`src/rtl/vxcpt_pkg.sv`:
```
package vxcpt_pkg;

   localparam int CODE_W = 4;

   typedef enum logic [CODE_W-1:0] {
      XC_BAD_CFG     = 4'd0,
      XC_BAD_INSN    = 4'd1,
      XC_PRIV        = 4'd2,
      XC_CMD_REGIDX  = 4'd3,
      XC_TF_MISALIGN = 4'd4,
      XC_TF_FAULT    = 4'd5,
      XC_TH_BAD_INSN = 4'd6,
      XC_TH_REGIDX   = 4'd7,
      XC_LD_MISALIGN = 4'd8,
      XC_ST_MISALIGN = 4'd9,
      XC_LD_FAULT    = 4'd10,
      XC_ST_FAULT    = 4'd11
   } xcode_e;

   // command word patterns
   localparam logic [31:0] RD_MASK    = 32'hFFFF_F07F;
   localparam logic [31:0] RDC_MATCH  = 32'h0000_402B;
   localparam logic [31:0] RDA_MATCH  = 32'h0200_402B;
   localparam logic [31:0] KILL_WORD  = 32'h0400_302B;
   localparam logic [31:0] SR_MASK    = 32'hFFF0_7FFF;
   localparam logic [31:0] SAVE_MATCH = 32'h0000_302B;
   localparam logic [31:0] REST_MATCH = 32'h0200_302B;

   localparam int N_MAJOR = 4;
   localparam logic [6:0] MAJORS [N_MAJOR] = '{7'h0B, 7'h2B, 7'h5B, 7'h7B};

   function automatic logic major_ok(input logic [6:0] op);
      logic hit;
      hit = 1'b0;
      for (int i = 0; i < N_MAJOR; i++)
         if (op == MAJORS[i]) hit = 1'b1;
      return hit;
   endfunction

endpackage

```
`src/rtl/vxcpt_cmd_dec.sv`:
```
module vxcpt_cmd_dec
   import vxcpt_pkg::*;
(
   input  logic              cmd_valid,
   input  logic [31:0]       cmd_word,
   input  logic              sup_mode,
   output logic              rdc_go,
   output logic              rda_go,
   output logic              kill_go,
   output logic              flt_v,
   output logic [CODE_W-1:0] flt_code
);

   logic accepted;
   logic hit_rdc, hit_rda, hit_kill, hit_save, hit_rest, hit_priv;

   always_comb begin
      accepted = cmd_valid && major_ok(cmd_word[6:0]);
      hit_rdc  = (cmd_word & RD_MASK) == RDC_MATCH;
      hit_rda  = (cmd_word & RD_MASK) == RDA_MATCH;
      hit_kill = cmd_word == KILL_WORD;
      hit_save = (cmd_word & SR_MASK) == SAVE_MATCH;
      hit_rest = (cmd_word & SR_MASK) == REST_MATCH;
      hit_priv = hit_rdc | hit_rda | hit_kill | hit_save | hit_rest;

      rdc_go   = accepted && sup_mode && hit_rdc;
      rda_go   = accepted && sup_mode && hit_rda;
      kill_go  = accepted && sup_mode && hit_kill;
      flt_v    = accepted && (!hit_priv || !sup_mode);
      flt_code = hit_priv ? XC_PRIV : XC_BAD_INSN;
   end

endmodule

```
`src/rtl/vxcpt_arb.sv`:
```
module vxcpt_arb
   import vxcpt_pkg::*;
#(
   parameter int NREQ = 4,
   parameter int XLEN = 32
) (
   input  logic [NREQ-1:0]        req_v,
   input  logic [NREQ*CODE_W-1:0] req_code,
   input  logic [NREQ*XLEN-1:0]   req_aux,
   output logic                   win_v,
   output logic [CODE_W-1:0]      win_code,
   output logic [XLEN-1:0]        win_aux
);

   // lowest code wins; equal codes go to the lower request index
   always_comb begin
      win_v    = 1'b0;
      win_code = '0;
      win_aux  = '0;
      for (int i = 0; i < NREQ; i++) begin
         if (req_v[i] && (!win_v || (req_code[i*CODE_W +: CODE_W] < win_code))) begin
            win_v    = 1'b1;
            win_code = req_code[i*CODE_W +: CODE_W];
            win_aux  = req_aux[i*XLEN +: XLEN];
         end
      end
   end

endmodule

```
`src/rtl/vxcpt_runflags.sv`:
```
module vxcpt_runflags #(
   parameter int NTHR = 16,
   parameter int VLW  = $clog2(NTHR + 1)
) (
   input  logic            clk,
   input  logic            rst_n,
   input  logic            launch,
   input  logic            kill,
   input  logic [VLW-1:0]  vlen,
   output logic [NTHR-1:0] flags
);

   logic [NTHR-1:0] below;

   for (genvar g = 0; g < NTHR; g++) begin : g_below
      assign below[g] = vlen > VLW'(g);
   end

   always_ff @(posedge clk) begin
      if (!rst_n)      flags <= '0;
      else if (kill)   flags <= flags & ~below;
      else if (launch) flags <= flags | below;
   end

endmodule

```
`src/rtl/vxcpt_unit.sv`:
```
module vxcpt_unit
   import vxcpt_pkg::*;
#(
   parameter int XLEN = 32,
   parameter int NSRC = 4,
   parameter int NTHR = 16,
   localparam int VLW  = $clog2(NTHR + 1),
   localparam int NREQ = NSRC + 2
) (
   input  logic                   clk,
   input  logic                   rst_n,
   input  logic [NSRC-1:0]        flt_valid,
   input  logic [NSRC*CODE_W-1:0] flt_code,
   input  logic [NSRC*XLEN-1:0]   flt_aux,
   input  logic                   tf_valid,
   input  logic [XLEN-1:0]        tf_pc,
   input  logic                   cmd_valid,
   input  logic [31:0]            cmd_word,
   input  logic                   sup_mode,
   input  logic                   launch,
   input  logic [VLW-1:0]         vlen,
   output logic                   irq,
   output logic                   rd_valid,
   output logic [XLEN-1:0]        rd_data,
   output logic                   priv_fault,
   output logic [NTHR-1:0]        run_flags
);

   if (XLEN < 32) begin : g_chk_xlen
      $error("vxcpt_unit: XLEN must hold a 32-bit command word");
   end
   if (NSRC < 1) begin : g_chk_nsrc
      $error("vxcpt_unit: NSRC must be at least 1");
   end
   if (NTHR < 1) begin : g_chk_nthr
      $error("vxcpt_unit: NTHR must be at least 1");
   end

   logic                   rdc_go, rda_go, kill_go;
   logic                   cmd_flt_v;
   logic [CODE_W-1:0]      cmd_flt_code;
   logic                   tf_bad;
   logic [NREQ-1:0]        req_v;
   logic [NREQ*CODE_W-1:0] req_code;
   logic [NREQ*XLEN-1:0]   req_aux;
   logic                   win_v;
   logic [CODE_W-1:0]      win_code;
   logic [XLEN-1:0]        win_aux;
   logic                   capture;

   logic                   pend_q;
   logic [CODE_W-1:0]      cause_q;
   logic [XLEN-1:0]        aux_q;
   logic                   rd_valid_q;
   logic [XLEN-1:0]        rd_data_q;
   logic                   priv_q;

   vxcpt_cmd_dec u_dec (
      .cmd_valid (cmd_valid),
      .cmd_word  (cmd_word),
      .sup_mode  (sup_mode),
      .rdc_go    (rdc_go),
      .rda_go    (rda_go),
      .kill_go   (kill_go),
      .flt_v     (cmd_flt_v),
      .flt_code  (cmd_flt_code)
   );

   assign tf_bad = tf_valid && (tf_pc[1:0] != 2'b00);

   // request 0: command decode, 1: fetch check, 2..: external sources
   assign req_v    = {flt_valid, tf_bad, cmd_flt_v};
   assign req_code = {flt_code, XC_TF_MISALIGN, cmd_flt_code};
   assign req_aux  = {flt_aux, tf_pc, XLEN'(cmd_word)};

   vxcpt_arb #(.NREQ(NREQ), .XLEN(XLEN)) u_arb (
      .req_v    (req_v),
      .req_code (req_code),
      .req_aux  (req_aux),
      .win_v    (win_v),
      .win_code (win_code),
      .win_aux  (win_aux)
   );

   // a read-cause frees the slot in the same cycle it is acknowledged
   assign capture = win_v && (!pend_q || rdc_go);

   always_ff @(posedge clk) begin
      if (!rst_n) begin
         pend_q     <= 1'b0;
         cause_q    <= '0;
         aux_q      <= '0;
         rd_valid_q <= 1'b0;
         rd_data_q  <= '0;
         priv_q     <= 1'b0;
      end else begin
         rd_valid_q <= rdc_go || rda_go;
         if (rdc_go)      rd_data_q <= XLEN'(cause_q);
         else if (rda_go) rd_data_q <= aux_q;
         priv_q <= cmd_flt_v && (cmd_flt_code == XC_PRIV);
         if (capture) begin
            pend_q  <= 1'b1;
            cause_q <= win_code;
            aux_q   <= win_aux;
         end else if (rdc_go) begin
            pend_q  <= 1'b0;
         end
      end
   end

   vxcpt_runflags #(.NTHR(NTHR), .VLW(VLW)) u_run (
      .clk    (clk),
      .rst_n  (rst_n),
      .launch (launch),
      .kill   (kill_go),
      .vlen   (vlen),
      .flags  (run_flags)
   );

   assign irq        = pend_q;
   assign rd_valid   = rd_valid_q;
   assign rd_data    = rd_data_q;
   assign priv_fault = priv_q;

endmodule

```
`config.mk`:
```
export PLATFORM = sky130hd
export DESIGN_NAME = vxcpt_unit
export DESIGN_NICKNAME = d
export VERILOG_FILES = /design/src/rtl/vxcpt_pkg.sv /design/src/rtl/vxcpt_cmd_dec.sv /design/src/rtl/vxcpt_arb.sv /design/src/rtl/vxcpt_runflags.sv /design/src/rtl/vxcpt_unit.sv
export SDC_FILE = /design/constraint.sdc
export NUM_CORES = 1
export LEC_CHECK = 0
export BUFFER_PORTS_ARGS = -buffer_cell sky130_fd_sc_hd__buf_2
export CAP_MARGIN = 25
export CORE_MARGIN = 1
export CORE_UTILIZATION = 46
export DETAILED_ROUTE_END_ITERATION = 10
export PLACE_DENSITY = 0.92
export SYNTH_ARGS = -nofsm -noshare
export SYNTH_HDL_FRONTEND = slang
export SYNTH_SLANG_ARGS = --single-unit
```
`constraint.sdc`:
```
create_clock -name clk -period 11.3 [get_ports clk]
set_clock_uncertainty 0.2 [all_clocks]
set_input_delay 2.26 -clock clk [delete_from_list [all_inputs] [get_ports clk]]
set_output_delay 2.26 -clock clk [all_outputs]
set_load 0.01 [all_outputs]
```
Word-level counts from Yosys, hierarchy flattened
Cells that the tools add are included.

cells by class
  equal/unequal tests = 10
  order comparisons = 21
  bitwise operators = 8
  reduce and logical (&&, ||, !) cells = 35
  mux-type cells = 29

operators with widths
  kind                                                                              number
  32-bit two-way mux                                                                6
  27-bit by 21-bit equality test with 1-bit output (second input constant)          2
  5-bit by 4-bit greater-than comparator with 1-bit output (second input constant)  8
  32-bit by 27-bit equality test with 1-bit output (second input constant)          1
  16-bit two-way mux                                                                2
  27-bit by 10-bit equality test with 1-bit output (second input constant)          1
  27-bit by 14-bit equality test with 1-bit output (second input constant)          1
  4-bit two-way mux                                                                 6
  5-bit by 3-bit greater-than comparator with 1-bit output (second input constant)  4
  16-bit bitwise AND                                                                1
  16-bit NOT                                                                        1
  16-bit bitwise OR                                                                 1
  7-bit equality test (second input constant)                                       2
  1-bit logical AND                                                                 14
  4-bit < comparator                                                                3
  1-bit two-way mux                                                                 12
  5-bit by 1-bit greater-than comparator with 1-bit output (second input constant)  2
  5-bit by 2-bit greater-than comparator with 1-bit output (second input constant)  2
  1-bit logical NOT                                                                 8
  1-bit logical OR                                                                  8
  2-bit nonzero test                                                                4
  7-bit by 4-bit equality test with 1-bit output (second input constant)            1
  7-bit by 6-bit equality test with 1-bit output (second input constant)            1
  4-bit by 2-bit equality test with 1-bit output (second input constant)            1
  other kinds (7)                                                                   11

storage, ports and cells
  input bits = 223
  logic and storage cells = 111
  flip-flop bits (word level) = 87
  output and inout port bits = 51

Logic depth before layout (Yosys ltp)
  depth in word-level cells = 31
  mapped depth = 38

Modules after synthesis
From an unflattened synthesis, not the netlist that was laid out.

unflattened totals
  cell total of the unflattened synthesis = 878
  area total of the unflattened synthesis = 6887.9 um^2

by module, submodules not included
  module          seq. area each (um^2)  area each (um^2)  times used  cells each
  vxcpt_arb       0.0                    3166.8            1           486
  vxcpt_unit      1421.4                 2770.2            1           277
  vxcpt_runflags  320.3                  695.7             1           80
  vxcpt_cmd_dec   0.0                    255.2             1           35

Worst setup path before layout
No wires, ideal clock.

  path kind = input to register
  start point = input port cmd_word[6]
  end point = register aux_q[16]
  setup slack = 1.988 ns
  required time = 10.969 ns
  path buffers = 2
  library setup time = 0.131 ns
  cell stages on the path = 34
  arrival time = 8.981 ns
  path through = or4b_1 > nor3_2 > a31o_2 > and2_1 > nand2_1 > ha_1 > or3b_1 > or3_1 > o21ai_1 > mux2_2 > inv_1 > ha_1 > a41o_1 > o211ai_1 > and3_1 > buf_4 > nand2_1 > o21ai_0 > inv_1 > ha_1 > a211o_1 > a21oi_1 > a21o_1 > a31oi_1 > nand2_2 > mux2_4 > ha_1 > o21a_1 > o211ai_1 > a211oi_1 > a21oi_4 > buf_2 > a32oi_1 > o31ai_1

between the ends
  cells in the longest elaborated chain, start to end = 30
  elaborated cells between the ends (all ways) = 63
  those cells by class = 5 x order compare; 9 x eq/ne; 22 x mux; 4 x bitwise; 23 x reduce/logical

RTL lines
  element                                                                                                               RTL line                                  source
  from (decl)                                                                                                           vxcpt_unit.sv:18                          input logic [31:0] cmd_word,
  27-bit by 10-bit equality test with 1-bit output or 27-bit by 21-bit equality test with 1-bit output (tied branches)  vxcpt_cmd_dec.sv:19, vxcpt_cmd_dec.sv:20
  1-bit bitwise OR (4 in a row)                                                                                         vxcpt_cmd_dec.sv:24                       hit_priv = hit_rdc | hit_rda | hit_kill | hit_save | hit_rest;
  1-bit logical NOT                                                                                                     vxcpt_cmd_dec.sv:29                       flt_v = accepted && (!hit_priv || !sup_mode);
  1-bit logical OR                                                                                                      vxcpt_cmd_dec.sv:29
  1-bit logical AND                                                                                                     vxcpt_cmd_dec.sv:29
  2-bit two-way mux or 1-bit two-way mux (tied branches)                                                                vxcpt_arb.sv:21                           if (req_v[i] && (!win_v || (req_code[i*CODE_W +: CODE_W] < win_code))) begin
  3-bit by 2-bit < comparator with 1-bit output or 1-bit logical NOT (tied branches)                                    vxcpt_arb.sv:21
  1-bit logical OR                                                                                                      vxcpt_arb.sv:21
  [... 11 more ...]                                                                                                     -
  1-bit logical OR                                                                                                      vxcpt_arb.sv:21
  1-bit logical AND                                                                                                     vxcpt_arb.sv:21
  4-bit two-way mux or 1-bit two-way mux (tied branches)                                                                vxcpt_arb.sv:21
  4-bit < comparator or 1-bit logical NOT (tied branches)                                                               vxcpt_arb.sv:21
  1-bit logical OR                                                                                                      vxcpt_arb.sv:21
  1-bit logical AND                                                                                                     vxcpt_arb.sv:21
  1-bit two-way mux                                                                                                     vxcpt_arb.sv:21
  1-bit logical AND                                                                                                     vxcpt_unit.sv:86                          assign capture = win_v && (!pend_q || rdc_go);
  to (signal assigned)                                                                                                  vxcpt_unit.sv:104                         aux_q <= win_aux;
  to (decl)                                                                                                             vxcpt_unit.sv:53                          logic [XLEN-1:0] aux_q;

Parallel ways exist; a longest one is shown, timed or not.
A chain may end at the register's enable or synchronous reset.

Final worst setup path
  start point = input port cmd_word[7]
  end point = register aux_q[1]

between the ends
  cells in the longest elaborated chain, start to end = 29
  elaborated cells between the ends (all ways) = 48
  those cells by class = 5 x order compare; 3 x eq/ne; 18 x mux; 3 x bitwise; 19 x reduce/logical

RTL lines
  element                                                                             RTL line             source
  32-bit by 27-bit equality test with 1-bit output                                    vxcpt_cmd_dec.sv:21  hit_kill = cmd_word == KILL_WORD;
  1-bit bitwise OR (2 in a row)                                                       vxcpt_cmd_dec.sv:24
  1-bit bitwise OR *                                                                  vxcpt_cmd_dec.sv:24
  1-bit logical NOT                                                                   vxcpt_cmd_dec.sv:29
  1-bit logical OR                                                                    vxcpt_cmd_dec.sv:29
  1-bit logical AND                                                                   vxcpt_cmd_dec.sv:29
  2-bit two-way mux or 1-bit two-way mux (tied branches)                              vxcpt_arb.sv:21
  3-bit by 2-bit < comparator with 1-bit output or 1-bit logical NOT (tied branches)  vxcpt_arb.sv:21
  [... 12 more ...]                                                                   -
  1-bit logical OR                                                                    vxcpt_arb.sv:21
  1-bit logical AND                                                                   vxcpt_arb.sv:21
  4-bit two-way mux or 1-bit two-way mux (tied branches)                              vxcpt_arb.sv:21
  4-bit < comparator or 1-bit logical NOT (tied branches)                             vxcpt_arb.sv:21
  1-bit logical OR                                                                    vxcpt_arb.sv:21
  1-bit logical AND                                                                   vxcpt_arb.sv:21
  1-bit two-way mux                                                                   vxcpt_arb.sv:21
  1-bit logical AND                                                                   vxcpt_unit.sv:86

Every way passes the cells marked *; elsewhere a longest branch is shown, timed or not.

==> results_dict.tcl <==
set metrics [dict create \
    synth_top_area_cell "dfxtp_1" \
    synth_area_per_cell_um2 7.662 \
    cp_common_cell "ha_1" \
    slowest_delay_ns 0.58 \
    r2r_slack_ns 9.20 \
    post-route-min-period_ns 10.35 \
    worst_pin_slew_ns 1.010 \
    setup_viol 0 \
    yosysSeqAreaShare_pct 32.33 \
    synth_cell_types 60 \
    start_util_pct 47.17 \
    hold_class "flop to flop" \
    grt_first_pass_wirelength_mm 29.39 \
    slew_viol_final 0 \
    slowest_stage "a21oi_4" \
    r2r_start "irq" \
    cts_made_buffers 9 \
    ant_nets 0 \
    clk_pin_slew_ns 0.07 \
    startpoint "cmd_word[7]" \
    worstReg2RegEnd "aux_q[1]" \
    syn_area_um2 5386 \
    register_area_um2 1742 \
    fin_cells 1091 \
    dieArea_um2 12150 \
    synth_top_cell_area_share_pct 32.33 \
    drt_first_pass_iters 5 \
    row_count 39 \
    synth-async-reset-ratio_pct 0 \
    grt_max_degree 62 \
    yosysWarningCount 0 \
    synth_ff_type "dfxtp_1" \
    synth_top_cells_by_area "dfxtp_1, a21oi_1, mux2i_1" \
    fin_tns_setup_ns 0 \
    irDropWorstVdd_mv 0.09682 \
    cts_buffer_depth 2 \
    syn-num-nets 935 \
    start_kind "primary input" \
    synth_edf_count 0 \
    post-route-period-util_pct 91.55 \
    drc 0 \
    end_kind "flop" \
    status "completed" \
    worstRegToRegCells 6 \
    core-area_um2 11420 \
    htree_levels 3 \
    multi_input_area_um2 3385 \
    hold_slack_ns 0.2505 \
    portBuffers 273 \
    worstSetupPathType "primary input to flop" \
    layout-drive-gt1-share_pct 34.14 \
    powerDensity_nw_per_um2 126.3 \
    cts-root-buf "clkbuf_16" \
    crit_arrival_ns 10.39 \
    track_usage_pct 32.07 \
    wirelength_mm 20.11 \
    postCtsSetupBuffers 0 \
    ctsResizeCount 0 \
    io-pin-count 274 \
    final_nets 1173 \
    num-fill-cells 1058 \
    min-delay-start "rd_data[18]" \
    holdPathStages 2 \
    clk_latency_ns 0.34 \
    cts_tree "built" \
    die-width_um 110.2 \
    slew_headroom_pct 32.65 \
    hold_buffers 0 \
    finalHoldViolCount 0 \
    timing.fmax_mhz 96.66 \
    crit_path_end "aux_q[1]" \
    vias 6470 \
    syn_to_final_growth_pct 32.78 \
    overflow 0 \
    syn_inst 703 \
    grt_pass1_vias 5559 \
    rsz0062_at_grt "false" \
    dp_hpwl_mm 15.51 \
    dp.cells 1072 \
    antenna_found_initial 2 \
    gp_congestion 0.9842 \
    ys_ff_latch 87 \
    maxCapViolCount 0 \
    drtIter0Drc 680 \
    path_max_fanout 28 \
    via_per_inst 5.930 \
    clock-sinks 87 \
    p_leak_uw 0.003147 \
    avgRoutedWirePerCell_um 18.43 \
    required_ns 11.34 \
    die-height_um 110.2 \
]
-- cell usage after synthesis (5+ instances only) --
cell      count
inv_1        14
mux2i_1      40
buf_2        11
a21o_1        6
a221oi_1     28
nand3_1       9
a211oi_1     20
o31ai_1      34
a21oi_1      88
ha_1          9
nand2_1     101
dfxtp_1      87
nor3_1        8
nor2_1       82
o21ai_0      12
clkbuf_1     44
a32oi_1      34
nand2b_1      5
-- worst max-delay path: cells and delay by family --
family                   cells  cell delay (ns)
AO/OA/AOI/OAI               16             3.32
AND/OR/NAND/NOR              8             2.44
adder cells (fa/ha/maj)      4             0.99
multiplexers                 2             0.72
buffers and inverters        4             0.65
-- cells in the final DEF (no fill, tap or decap), types with 4 or more instances in the layout --
cell type	Yosys	layout
a211oi_1	20	20
a21o_1	6	6
a21oi_1	88	88
a221oi_1	28	28
a32oi_1	34	34
and3_1	4	4
buf_2	11	273
buf_4	1	9
clkbuf_16	0	9
dfxtp_1	87	87
ha_1	9	9
inv_1	14	14
mux2i_1	40	40
nand2_1	101	101
nand2b_1	5	5
nand3_1	9	8
nor2_1	82	79
nor3_1	8	8
o211ai_1	4	4
o21ai_0	12	12
o31ai_1	34	34
or2_2	4	4
-- metal layers --
metal | GRT usage [%] | vias to the layer above | wire, um
met5 | 0 | - | 13
met3 | 6.349 | 44 | 1660
met2 | 50.80 | 347 | 9375
met1 | 44.31 | 2965 | 8700
li1 | - | 3112 | -
met4 | 8.647 | 2 | 358
-- power by group --
group	switching [uW]	leakage (uW)	internal, uW	total (uW)
Sequential	14.3	0.000712	332	346
Combinational	150	0.00228	105	255
Clock	119	0.000152	183	302
Total	284	0.00315	619	903
-- area by class of cell --
class | count | area share [%]
multi-input cells | 544 | 47.32
repair buffers | 284 | 20.64
well taps | 143 | 2.502
clock inverters | 5 | 0.7873
flip-flops and latches | 87 | 24.35
diodes | 2 | 0.06998
inverters | 15 | 0.7873
clock buffers | 11 | 3.534
-- worst min-delay path by stage --
stage                             end
after floorplan            cause_q[0]
after global placement    rd_data[30]
after detailed placement  rd_data[18]
after CTS                 rd_data[18]
after global routing      rd_data[10]
final                     rd_data[18]
-- stage by stage --
| stage | utilization [%] | total power [uW] | setup slack, ns | area [um^2] |
|---|---|---|---|---|
| 6_report | 62.63 | 902.9 | 0.9548 | 7152 |
| 3_5_place_dp | 59.82 | 599.3 | 0.7260 | 6830 |
| 5_1_grt | 62.59 | 941.4 | 0.3814 | 7147 |
| 2_1_floorplan | - | 505.2 | 1.988 | 5386 |
| 4_1_cts | 62.52 | 897.2 | 1.037 | 7139 |
| 3_3_place_gp | 59.45 | 595.1 | 0.9668 | 6788 |
-- cells by family (layout without fill, tap and decap cells) --
family,after synthesis,after routing,share of synthesized area (%)
AO/OA/AOI/OAI,253,253,32.57
XOR/XNOR,1,1,0.1626
adder cells (fa/ha/maj),9,9,2.091
buffers and inverters,72,315,5.343
flip-flops,87,87,32.33
multiplexers,43,43,8.130
other,0,2,0
AND/OR/NAND/NOR,238,238,19.37
No activity file was read; power rests on OpenSTA's default activity.
